==> config.mk <==
export PLATFORM = sky130hd
export DESIGN_NAME = ptg_threshold
export DESIGN_NICKNAME = d
export VERILOG_FILES = /design/src/rtl/ptg_pkg.sv /design/src/rtl/ptg_select_mask.sv /design/src/rtl/ptg_max_tree.sv /design/src/rtl/ptg_threshold.sv
export SDC_FILE = /design/constraint.sdc
export NUM_CORES = 1
export LEC_CHECK = 0
export BUFFER_PORTS_ARGS = -buffer_cell sky130_fd_sc_hd__buf_2
export CAP_MARGIN = 20
export CORE_MARGIN = 3
export CORE_UTILIZATION = 30
export DETAILED_ROUTE_END_ITERATION = 10
export PLACE_DENSITY = 0.57
export SKIP_LAST_GASP = 1
export SLEW_MARGIN = 20
export SYNTH_ARGS = -nofsm -noshare
export SYNTH_HDL_FRONTEND = slang
export SYNTH_SLANG_ARGS = --single-unit
==> constraint.sdc <==
create_clock -name vclk -period 14.3
set_input_delay 2.145 -clock vclk [all_inputs]
set_output_delay 2.145 -clock vclk [all_outputs]
set_load 0.1 [all_outputs]
==> src/rtl/ptg_pkg.sv <==
package ptg_pkg;
    localparam int unsigned PTG_NLVL = 4;
    localparam int unsigned PTG_NBIT = 4;
    localparam int unsigned PTG_MW   = 16;
endpackage

==> src/rtl/ptg_select_mask.sv <==
module ptg_select_mask #(
    parameter int NLVL = 4,
    parameter int NBIT = 4,
    parameter int LW   = 3,
    localparam int NB  = NLVL * NBIT
) (
    input  logic [LW-1:0] child_lvl,
    input  logic [NB-1:0] part_label,
    input  logic [NB-1:0] best_label,
    output logic [NB-1:0] incl
);
    // A metric is eligible if its level is at or below the child level,
    // or if its parent label bit disagrees with the best label.
    for (genvar j = 0; j < NLVL; j++) begin : g_lvl
        localparam logic [LW-1:0] LVL_NUM = LW'(j + 1);
        logic low_side;
        assign low_side = (LVL_NUM <= child_lvl);
        for (genvar b = 0; b < NBIT; b++) begin : g_bit
            localparam int IDX = j * NBIT + b;
            assign incl[IDX] = low_side || (part_label[IDX] != best_label[IDX]);
        end
    end
endmodule

==> src/rtl/ptg_max_tree.sv <==
module ptg_max_tree #(
    parameter int N  = 16,
    parameter int MW = 16,
    localparam int P = 1 << $clog2(N)
) (
    input  logic [N*MW-1:0] vals,
    input  logic [N-1:0]    en,
    output logic [MW-1:0]   mx
);
    // Heap-indexed balanced reduction: node 1 is the root, leaves at P..2P-1.
    logic [MW-1:0] node [1:2*P-1];

    for (genvar k = 0; k < P; k++) begin : g_leaf
        if (k < N) begin : g_real
            assign node[P+k] = en[k] ? vals[k*MW +: MW] : '0;
        end else begin : g_pad
            assign node[P+k] = '0;
        end
    end

    for (genvar k = 1; k < P; k++) begin : g_node
        assign node[k] = (node[2*k] >= node[2*k+1]) ? node[2*k] : node[2*k+1];
    end

    assign mx = node[1];
endmodule

==> src/rtl/ptg_threshold.sv <==
module ptg_threshold
    import ptg_pkg::*;
#(
    parameter int NLVL = PTG_NLVL,
    parameter int NBIT = PTG_NBIT,
    parameter int MW   = PTG_MW,
    localparam int LW  = $clog2(NLVL + 1),
    localparam int NB  = NLVL * NBIT
) (
    input  logic [LW-1:0]    child_lvl,
    input  logic [NB-1:0]    part_label,
    input  logic [NB-1:0]    best_label,
    input  logic [NB*MW-1:0] cmetric,
    input  logic [MW-1:0]    cand_ped,
    output logic [MW-1:0]    thresh,
    output logic             prune
);
    logic [NB-1:0] incl;

    ptg_select_mask #(.NLVL(NLVL), .NBIT(NBIT), .LW(LW)) u_mask (
        .child_lvl  (child_lvl),
        .part_label (part_label),
        .best_label (best_label),
        .incl       (incl)
    );

    ptg_max_tree #(.N(NB), .MW(MW)) u_max (
        .vals (cmetric),
        .en   (incl),
        .mx   (thresh)
    );

    // Strict comparison: a distance equal to the threshold is still explored.
    assign prune = (cand_ped > thresh);
endmodule

* After elaboration in Yosys (flattened, before gate mapping)
Cells that the tools add are included.
** Cells by class
- $lt $le $gt $ge :: 20
- Equality and inequality tests :: 16
- Muxes and demuxes :: 31
- Reductions and logical operators :: 16
** Operators by type and width (count)
- $mux 16 :: 31
- $ge 16x16->1 :: 15
- $gt 16x16->1 :: 1
- $logic_or 1x1->1 :: 16
- $ne 1x1->1 :: 16
- $le 2x3->1 const A :: 2
- $le 1x3->1 const A :: 1
- $le 3x3->1 const A :: 1
** Storage, ports and cells
- Register bits after elaboration :: 0
- Bits of input ports :: 307
- Output and inout bits :: 17
- Logic and storage cells :: 83

* Logic depth before layout (Yosys ltp)
Gate-level depths: netlist of the first run.
- Depth after elaboration :: 12
- Mapped depth :: 52

* By module
A second synthesis of the first run with hierarchy kept.
** Unflattened totals
- Cell total of the unflattened synthesis :: 1646
- Area total of the unflattened synthesis :: 11177.0 um^2
** Modules (own cells, without submodules)
- ptg_max_tree :: times used 1, cells each 1556, area each 10530.1 um^2
- ptg_threshold :: times used 1, cells each 55, area each 407.9 um^2
- ptg_select_mask :: times used 1, cells each 35, area each 239.0 um^2

* Worst setup path after synthesis of the first run
No wires, ideal clock.
- Kind :: input port to output port
- From :: input port child_lvl[0]
- To :: output port prune
- Data arrival time :: 13104 ps
- Data required time :: 12155 ps
- Slack :: -949 ps
- Stages on the path :: 45
- Path buffers :: 6
- Path through :: nor3_1 nand2_1 clkbuf_1 nand2_1 inv_1 ha_1 a211o_1 a31oi_1 o31ai_1 a211o_1 buf_2 buf_6 mux2i_1 inv_1 ha_1 nand2b_1 a211oi_1 o31a_1 [... 9 more ...] nand2_1 o21ai_0 ha_1 a21oi_1 o21ai_0 a221oi_1 o31ai_1 nand3b_1 clkbuf_1 o22ai_1 a211o_1 nor2_1 ha_1 nand4_1 nor2_1 nand3_1 o221ai_1 a21oi_1
** On the way
- Word-level cells in the longest chain between the ends :: 12
- Elaborated cells on any way between the ends :: 67
- Those cells by class :: order compare: 20; mux: 31; reduce/logical: 16
** Ends and longest elaborated chain
- from (decl) :: RTL line ptg_threshold.sv:10 : input logic [LW-1:0] child_lvl,
- $le 1x3->1 (tied with other cells) :: RTL line ptg_select_mask.sv:17 : assign low_side = (LVL_NUM <= child_lvl);
- $logic_or 1x1->1 :: RTL line ptg_select_mask.sv:20 : assign incl[IDX] = low_side || (part_label[IDX] != best_label[IDX]);
- $mux 16 :: RTL line ptg_max_tree.sv:15 : assign node[P+k] = en[k] ? vals[k*MW +: MW] : '0;
- $ge 16x16->1 :: RTL line ptg_max_tree.sv:22 : assign node[k] = (node[2*k] >= node[2*k+1]) ? node[2*k] : node[2*k+1];
- $mux 16 :: RTL line ptg_max_tree.sv:22
- $ge 16x16->1 :: RTL line ptg_max_tree.sv:22
- $mux 16 :: RTL line ptg_max_tree.sv:22
- $ge 16x16->1 :: RTL line ptg_max_tree.sv:22
- $mux 16 :: RTL line ptg_max_tree.sv:22
- $ge 16x16->1 :: RTL line ptg_max_tree.sv:22
- $mux 16 (*) :: RTL line ptg_max_tree.sv:22
- named net thresh[0] :: RTL line ptg_threshold.sv:15 : output logic [MW-1:0] thresh,
- $gt 16x16->1 (*) :: RTL line ptg_threshold.sv:34 : assign prune = (cand_ped > thresh);
- to (decl) :: RTL line ptg_threshold.sv:16 : output logic prune
The timed path passes the listed nets; every way through them passes the cells marked *.

* Worst setup path in the final report of the first run
- From :: input port child_lvl[2]
- To :: output port prune
** On the way
- Word-level cells in the longest chain between the ends :: 12
- Elaborated cells on any way between the ends :: 67
- Those cells by class :: order compare: 20; mux: 31; reduce/logical: 16
** Ends and longest elaborated chain (RTL line)
- $le 1x3->1 (tied with other cells) :: ptg_select_mask.sv:17
- $logic_or 1x1->1 :: ptg_select_mask.sv:20
- $mux 16 :: ptg_max_tree.sv:15
- $ge 16x16->1 :: ptg_max_tree.sv:22
- $mux 16 :: ptg_max_tree.sv:22
- $ge 16x16->1 :: ptg_max_tree.sv:22
- $mux 16 :: ptg_max_tree.sv:22
- $ge 16x16->1 :: ptg_max_tree.sv:22
- $mux 16 :: ptg_max_tree.sv:22
- $ge 16x16->1 :: ptg_max_tree.sv:22
- $mux 16 (*) :: ptg_max_tree.sv:22
- $gt 16x16->1 (*) :: ptg_threshold.sv:34
Every way passes the cells marked *; elsewhere a longest branch is shown, timed or not.

==> results.sh, run 1 <==
export IMPL_post_route_period_util=0.960
export IMPL_yosysWarnings=0
export IMPL_comb_power_share=1.000
export IMPL_avgSynthCellArea_sq_um=6.84
export IMPL_cap_viol_max_count=0
export IMPL_pwr_share_clk=0
export IMPL_die_width_um=194
export IMPL_seq_area_frac_synth=0
export IMPL_cell_taking_the_most_area_after_synthesis="sky130_fd_sc_hd__ha_1"
export IMPL_min_from="cand_ped[15]"
export IMPL_timing_final_hold_violations=0
export IMPL_setup_crit_path_kind="input pin to primary output"
export IMPL_grt_use_total=0.196
export IMPL_critical_path_arrival_ns=11.58
export IMPL_ff_latch_area_sq_um=0
export IMPL_worst_slew_pin_transition_ns=0.605
export IMPL_critical_path_peak_fanout=33
export IMPL_drt_first_pass_iters=5
export IMPL_cp_required_ns=12.15
export IMPL_top_level_ports=324
export IMPL_share_seq_of_total_power=0
export IMPL_via_count=12100
export IMPL_detail_route_wl_per_cell_um=16.5
export IMPL_crit_start="child_lvl[2]"
export IMPL_drv_slew=0
export IMPL_layout_sequential_cell_count=0
export IMPL_critical_path_max_stage_delay_ns=0.48
export IMPL_routed_wirelength_um=39400
export IMPL_finalSetupViolCount=0
export IMPL_power_net_switching_w=0.00234
export IMPL_fp_dieH_um=194
export IMPL_start_kind="input pin"
export IMPL_synthesis_area_sq_um=10600
export IMPL_cellPowerDensity_nw_per_um2=254
export IMPL_library_cell_with_the_highest_instance_count_after_synthesis="sky130_fd_sc_hd__nand2_1"
export IMPL_effective_utilization_at_floorplan=0.305
export IMPL_grt_pass1_vias=11800
export IMPL_power_ir_vdd_worst_mv=0.361
export IMPL_power_switching_fraction=0.675
export IMPL_fin_crit_ns=13.72
export IMPL_final_core_utilization=0.393
export IMPL_gp_congestion=0.898
export IMPL_layoutNonFillerInstCount=2392
export IMPL_grt_pass1_wl_um=60700
export IMPL_ys_top_cells_by_count="sky130_fd_sc_hd__nand2_1, sky130_fd_sc_hd__ha_1, sky130_fd_sc_hd__inv_1"
export IMPL_globalRouteOverflowTotal=0
export IMPL_grt_max_degree=36
export IMPL_internal_power_w=0.00113
export IMPL_number_of_antenna_violations_at_the_first_check_in_global_routing=9
export IMPL_fp_dieArea_sq_um=37500
export IMPL_place_detailed_instances=2354
export IMPL_fp_coreArea_sq_um=34600
export IMPL_power_leakage_nw=8.02
export IMPL_crit_top_cell="sky130_fd_sc_hd__buf_4"
export IMPL_share_of_final_layout_standard_cells_stronger_than_drive_strength_1=0.286
export IMPL_drt_iter0_drc=686
export IMPL_viasPerCell=5.04
export IMPL_final_setup_tns_ns=0
export IMPL_num_nets_final=2497
export IMPL_worst_path_max_delay_cell="sky130_fd_sc_hd__o21ai_4"
export IMPL_synth_cells=1544
export IMPL_hold_class="input pin to primary output"
export IMPL_run_status="finished, final reports clean"
export IMPL_flow_area_growth_from_synthesis_pct=28.9
export IMPL_endpoint_kind_of_the_worst_setup_timing_path="primary output"
export IMPL_drt_drc_violations_left=0
export IMPL_synthTopCellsByArea="sky130_fd_sc_hd__ha_1, sky130_fd_sc_hd__nand2_1, sky130_fd_sc_hd__mux2i_1"
export IMPL_syn_nets=2107
export IMPL_fp_row_count=68
export IMPL_place_detailed_hpwl_um=35200
export IMPL_io_buffers=324
export IMPL_final_clkbuf_count=0
export IMPL_route_antenna_remaining_nets=0
export IMPL_synthDistinctLibCells=58
export IMPL_max_clock_freq_mhz=72.9
export IMPL_max_slew_margin=0.585
export IMPL_holdPathStages=6
export IMPL_yosys_area_top_type_share=0.303
## cell families (layout without fill, tap and decap cells)
logic type,after synthesis,count (layout),synth area share
other,0,5,0
AO/OA/AOI/OAI,285,285,0.180
AND/OR/NAND/NOR,561,561,0.231
multiplexers,176,176,0.176
XOR/XNOR,16,16,0.0133
adder cells (fa/ha/maj),256,256,0.303
buffers and inverters,250,638,0.0960
## power groups by stage
stage          sequential [W]  combinational, W        clock [W]
2_1_floorplan               0           0.00242                0
3_3_place_gp                0           0.00331                0
3_5_place_dp                0           0.00334                0
4_1_cts                     0           0.00336                0
5_1_grt                     0           0.00372  0.0000000000281
6_report                    0           0.00346  0.0000000000468
## layout by cell type, fill, tap and decap left out, types with 17 or more instances in the layout
cell and n:
sky130_fd_sc_hd__a211oi_1 17, sky130_fd_sc_hd__a21oi_1 68, sky130_fd_sc_hd__and3_1 17, sky130_fd_sc_hd__buf_2 322
sky130_fd_sc_hd__buf_4 107, sky130_fd_sc_hd__ha_1 256, sky130_fd_sc_hd__inv_1 200, sky130_fd_sc_hd__mux2_2 51
sky130_fd_sc_hd__mux2i_1 111, sky130_fd_sc_hd__nand2_1 361, sky130_fd_sc_hd__nand3_1 27, sky130_fd_sc_hd__nand4_1 29
sky130_fd_sc_hd__nor2_1 56, sky130_fd_sc_hd__o21ai_0 64
## critical path, delay by kind of cell
kind                       cells  cell delay, ns
muxes                          2            0.78
and+or+nand+nor               13            1.55
buffers and inverters         12            2.03
AOI/OAI and AO/OA             19            3.82
adders and majority gates      5            1.23
## what timing repair did
item | CTS | global route
buffers inserted | 0 | 32
gates cloned | 0 | 1
pin swaps | 0 | 9
endpoints found under the hold margin | 0 | 0
hold buffers | 0 | 0
setup endpoints to repair | 1 | 1
gates resized for setup | 4 | 41
## routing by layer
metal / track usage / vias up / routed length, um
li1: - / 6179 / -
met1: 0.265 / 5484 / 18100
met2: 0.344 / 353 / 18500
met3: 0.0204 / 40 / 2070
met4: 0.0305 / 8 / 711
met5: 0 / - / 48
## metrics by stage
step	cell area [sq um]	worst slack, ns	hold WS (ns)	total power, W
floorplan	10600	0.180	4.74	0.00242
global placement	13200	0.0981	4.89	0.00331
detailed placement	13200	-0.0830	4.89	0.00334
CTS	13200	0.0186	4.89	0.00336
global route	13600	-0.102	4.95	0.00372
finish	13600	0.579	4.89	0.00346
## final timing paths
path,to,slack [ns]
setup / recovery,prune,0.58
hold / removal,prune,4.89
## cell type report
type                       instances  area, sq um
antenna                            5         12.5
inverter                         200          751
fill                            3693        21000
multi-input combinational       1294         9720
timing repair buffer             438         2560
tap                              455          569
No activity file was read; power rests on OpenSTA's default activity.
==> run 2: changes to the inputs <==
Settings changed: CORE_UTILIZATION 30 to 25, PLACE_DENSITY 0.57 to 0.51.
==> run 2 against run 1 <==
Hold slack better by 0.030 ns. Wire length rose by 4.2%. Flip-flop and latch count stayed put. Power shrank 2.2%. Maximum frequency barely moved. Critical path depth stayed put. Utilization shrank 6.6 points. Worst setup slack improved by 0.0012 ns. Critical endpoint unchanged.
==> results.sh, run 2 (synthesized netlist as in run 1, its figures left out) <==
export IMPL_layoutNonFillerInstCount=2426
export IMPL_fp_coreArea_sq_um=41300
export IMPL_gp_congestion=0.910
export IMPL_critical_path_arrival_ns=11.58
export IMPL_grt_use_total=0.171
export IMPL_share_of_final_layout_standard_cells_stronger_than_drive_strength_1=0.287
export IMPL_worst_slew_pin_transition_ns=0.635
export IMPL_critical_path_max_stage_delay_ns=0.43
export IMPL_routed_wirelength_um=41100
export IMPL_whs_ns=4.92
export IMPL_hold_class="input pin to primary output"
export IMPL_route_antenna_remaining_nets=0
export IMPL_flow_area_growth_from_synthesis_pct=28.1
export IMPL_fp_dieArea_sq_um=44700
export IMPL_die_width_um=211
export IMPL_effective_utilization_at_floorplan=0.256
export IMPL_ff_latch_area_sq_um=0
export IMPL_cellPowerDensity_nw_per_um2=250
export IMPL_run_status="finished, final reports clean"
export IMPL_holdPathStages=6
export IMPL_power_leakage_nw=7.81
export IMPL_io_buffers=324
export IMPL_viasPerCell=4.90
export IMPL_max_slew_margin=0.564
export IMPL_finalSetupViolCount=0
export IMPL_placement_setup_slack_ns=-0.278
export IMPL_drv_slew=0
export IMPL_postLayoutSetupSlackWorst_ns=0.580
export IMPL_via_count=11900
export IMPL_cp_required_ns=12.15
export IMPL_cap_viol_max_count=0
export IMPL_place_detailed_instances=2399
export IMPL_start_kind="input pin"
export IMPL_number_of_antenna_violations_at_the_first_check_in_global_routing=9
export IMPL_num_nets_final=2452
export IMPL_endpoint_kind_of_the_worst_setup_timing_path="primary output"
export IMPL_final_cell_mix="sky130_fd_sc_hd__nand2_1, sky130_fd_sc_hd__buf_2, sky130_fd_sc_hd__ha_1"
export IMPL_grt_pass1_wl_um=61200
export IMPL_worst_path_max_delay_cell="sky130_fd_sc_hd__mux2_2"
export IMPL_drt_first_pass_iters=5
export IMPL_drt_iter0_drc=493
export IMPL_place_detailed_hpwl_um=36700
export IMPL_fp_dieH_um=211
export IMPL_globalRouteOverflowTotal=0
export IMPL_power_ir_vdd_worst_mv=0.554
export IMPL_max_clock_freq_mhz=72.9
export IMPL_grt_pass1_vias=11700
export IMPL_layout_sequential_cell_count=0
export IMPL_setup_crit_path_kind="input pin to primary output"
export IMPL_final_fill_count=4457
export IMPL_detail_route_wl_per_cell_um=16.9
export IMPL_timing_final_hold_violations=0
export IMPL_post_route_period_util=0.959
export IMPL_fp_row_count=74
export IMPL_final_clkbuf_count=0
export IMPL_drt_drc_violations_left=0
export IMPL_fin_crit_ns=13.72
export IMPL_top_level_ports=324
export IMPL_critical_path_peak_fanout=35
export IMPL_final_setup_tns_ns=0
export IMPL_grt_max_degree=36
export IMPL_commonest_non_fill_non_tap_cell_in_the_layout="sky130_fd_sc_hd__nand2_1"
-- run 2: cell types whose count changed in the layout (fill, tap and decap cells not counted), sizes merged --
cell	delta
buf	-44
clkbuf	-1
diode	+2
-- run 2: layout make-up --
class | count | area, sq um | area share
inverters | 200 | 751 | 0.0555
repair buffers | 393 | 2220 | 0.164
multi-input cells | 1294 | 9870 | 0.730
well taps | 532 | 666 | 0.0492
diodes | 7 | 17.5 | 0.00130
-- run 2: timing repair --
item | in CTS | in global routing
setup buffers | 2 | 16
gates cloned | 0 | 2
endpoints found under the setup margin | 1 | 1
pin swaps | 1 | 13
endpoints found under the hold margin | 0 | 0
hold buffers | 0 | 0
resized for setup | 21 | 75
-- run 2: path summary, 6_finish.rpt --
kind,start,endpoint,slack (ns)
worst max-delay path,child_lvl[2],prune,0.58
worst min-delay path,cand_ped[15],prune,4.92
-- run 2: critical path, delay by kind of cell --
kind            cells  cell delay, ns
compound gates     18            3.50
fa+ha+maj           5            1.25
buf+inv            12            1.94
mux                 2            0.78
simple gates       14            1.89
-- run 2: power by group --
group	total [W]	switching, W	internal [W]
combinational	0.00338	0.00233	0.00105
sequential	0	0	0
clock	0.0000000000657	0	0.0000000000656
total	0.00338	0.00233	0.00105
-- run 2: metrics by stage --
stage / instance area, sq um / util / power [W]
5_1_grt: 13500 / 0.327 / 0.00365
6_report: 13500 / 0.327 / 0.00338
3_3_place_gp: 13000 / 0.315 / 0.00325
4_1_cts: 13100 / 0.317 / 0.00329
3_5_place_dp: 13000 / 0.315 / 0.00327
2_1_floorplan: 10600 / - / 0.00242
-- run 2: layer usage --
metal  part of all wire  routed length (um)  vias to the layer above  GRT usage
met1               0.45               18600                     5374      0.228
met2               0.47               19500                      362      0.305
met5            0.00083                  34                        -          0
met4              0.018                 737                        6     0.0256
met3              0.056                2290                       49     0.0176
li1                   -                   -                     6103          -
==> run 3: changes to the inputs <==
Settings changed: CORE_UTILIZATION 25 to 44, PLACE_DENSITY 0.51 to 0.79.
Clock period 14.3 ns to 12.6 ns, I/O delays scaled along.
==> run 3 against run 2 <==
The flow now finishes with violations (negative setup slack). Worst setup slack got worse by 1.1 ns. Count of clock-buffer cells in the layout unchanged. Critical path depth increased by 2. Wire length increased by 5.1%. Utilization increased by 37 points. Flip-flop and latch count unchanged. Global-route usage increased by 13 points. Cell area increased by 22%. First-iteration DRC count increased by 85%. Die area decreased by 42%. Largest power group unchanged.
==> results.sh, run 3 (synthesized netlist as in run 1, its figures left out) <==
export IMPL_final_cell_mix="sky130_fd_sc_hd__buf_4, sky130_fd_sc_hd__nand2_1, sky130_fd_sc_hd__buf_2"
export IMPL_cp_required_ns=10.71
export IMPL_crit_start="child_lvl[2]"
export IMPL_max_slew_margin=0.653
export IMPL_layout_sequential_cell_count=0
export IMPL_drv_slew=0
export IMPL_critical_path_max_stage_delay_ns=0.41
export IMPL_share_of_final_layout_standard_cells_stronger_than_drive_strength_1=0.418
export IMPL_drt_drc_violations_left=0
export IMPL_place_detailed_hpwl_um=36400
export IMPL_start_kind="input pin"
export IMPL_worst_slew_pin_transition_ns=0.524
export IMPL_gp_congestion=1.03
export IMPL_worst_path_max_delay_cell="sky130_fd_sc_hd__a2111o_1"
export IMPL_cellPowerDensity_nw_per_um2=282
export IMPL_grt_use_total=0.306
export IMPL_placement_setup_slack_ns=-0.908
export IMPL_routed_wirelength_um=43200
export IMPL_top_level_ports=324
export IMPL_globalRouteOverflowTotal=0
export IMPL_place_detailed_instances=2520
export IMPL_critical_path_arrival_ns=11.20
export IMPL_flow_area_growth_from_synthesis_pct=56.6
export IMPL_run_status="finished, violations left"
export IMPL_power_leakage_nw=9.63
export IMPL_postLayoutSetupSlackWorst_ns=-0.493
export IMPL_die_width_um=161
export IMPL_grt_pass1_vias=14100
export IMPL_post_route_period_util=1.04
export IMPL_fp_dieArea_sq_um=25900
export IMPL_ff_latch_area_sq_um=0
export IMPL_viasPerCell=5.44
export IMPL_routed_met3_length_um=2880
export IMPL_grt_setup_unrepaired="true"
export IMPL_drt_iter0_drc=910
export IMPL_route_antenna_remaining_nets=0
export IMPL_fp_dieH_um=161
export IMPL_cts_hold_buffers=0
export IMPL_top_layer_used="met4"
export IMPL_io_buffers=324
export IMPL_setup_crit_path_kind="input pin to primary output"
export IMPL_drt_first_pass_iters=6
export IMPL_layoutNonFillerInstCount=2556
export IMPL_finalSetupViolCount=1
export IMPL_power_ir_vdd_worst_mv=0.406
export IMPL_commonest_non_fill_non_tap_cell_in_the_layout="sky130_fd_sc_hd__buf_4"
export IMPL_fin_crit_ns=13.09
export IMPL_detail_route_wl_per_cell_um=16.9
export IMPL_cap_viol_max_count=0
export IMPL_via_count=13900
export IMPL_num_antenna_cells=0
export IMPL_violations="negative setup slack"
export IMPL_critical_path_peak_fanout=10
export IMPL_grt_max_degree=18
export IMPL_fp_coreArea_sq_um=23500
export IMPL_final_fill_count=1910
export IMPL_final_clkbuf_count=0
export IMPL_hold_class="input pin to primary output"
export IMPL_met1Wirelength_um=17400
export IMPL_grt_pass1_wl_um=66000
export IMPL_final_core_utilization=0.702
export IMPL_fp_row_count=56
export IMPL_dr_wl_met2_um=20500
export IMPL_number_of_antenna_violations_at_the_first_check_in_global_routing=0
export IMPL_effective_utilization_at_floorplan=0.448
export IMPL_dpl_instance_area_sq_um=15600
export IMPL_endpoint_kind_of_the_worst_setup_timing_path="primary output"
export IMPL_max_clock_freq_mhz=76.4
export IMPL_crit_top_cell="sky130_fd_sc_hd__buf_4"
export IMPL_num_nets_final=2802
export IMPL_postLayoutCellArea_sq_um=16500
export IMPL_timing_final_hold_violations=0
export IMPL_min_from="cand_ped[15]"
-- run 3: cell types whose count changed in the layout (fill, tap and decap cells not counted), sizes merged --
cell,delta
o21ai,+1
buf,+349
diode,-7
-- run 3: layout make-up --
cell class,count,area (sq um),share of cell area
Inverter,200,751,0.0454
Multi-Input combinational cell,1295,10300,0.623
Tap cell,319,399,0.0241
Timing Repair Buffer,742,5090,0.308
-- run 3: metrics by stage --
| stage | hold slack, ns | setup TNS, ns | total power, W |
|---|---|---|---|
| after floorplan | 4.21 | 0 | 0.00282 |
| after global placement | 4.41 | -0.752 | 0.00426 |
| after detailed placement | 4.40 | -0.908 | 0.00430 |
| after CTS | 4.40 | -0.128 | 0.00449 |
| after global routing | 4.44 | -1.01 | 0.00494 |
| final | 4.41 | -0.493 | 0.00465 |
-- run 3: report_power, final --
| part | internal [W] | switching (W) |
|---|---|---|
| clock | 0 | 0 |
| sequential | 0 | 0 |
| combinational | 0.00180 | 0.00285 |
| total | 0.00180 | 0.00285 |
-- run 3: final timing paths --
kind / cells past startpoint / to
min: 6 / prune
max: 53 / prune
-- run 3: timing repair --
item                                    in CTS  in global routing
setup buffers                               25                  8
cloned                                       4                  0
endpoints found under the setup margin       2                  6
gates resized for setup                     98                 60
pin swaps                                   38                 36
-- run 3: worst max-delay path, delay by kind of cell --
family / cells / cell delay, ns
AOI/OAI and AO/OA: 18 / 3.32
adders and majority gates: 5 / 1.43
buffers and inverters: 14 / 2.11
muxes: 2 / 0.66
and+or+nand+nor: 14 / 1.75
-- run 3: per-layer routing --
metal	global-route usage	vias to the layer above
met2	0.549	592
met5	0	-
met4	0.133	0
met3	0.0312	165
met1	0.371	6357
li1	-	6793
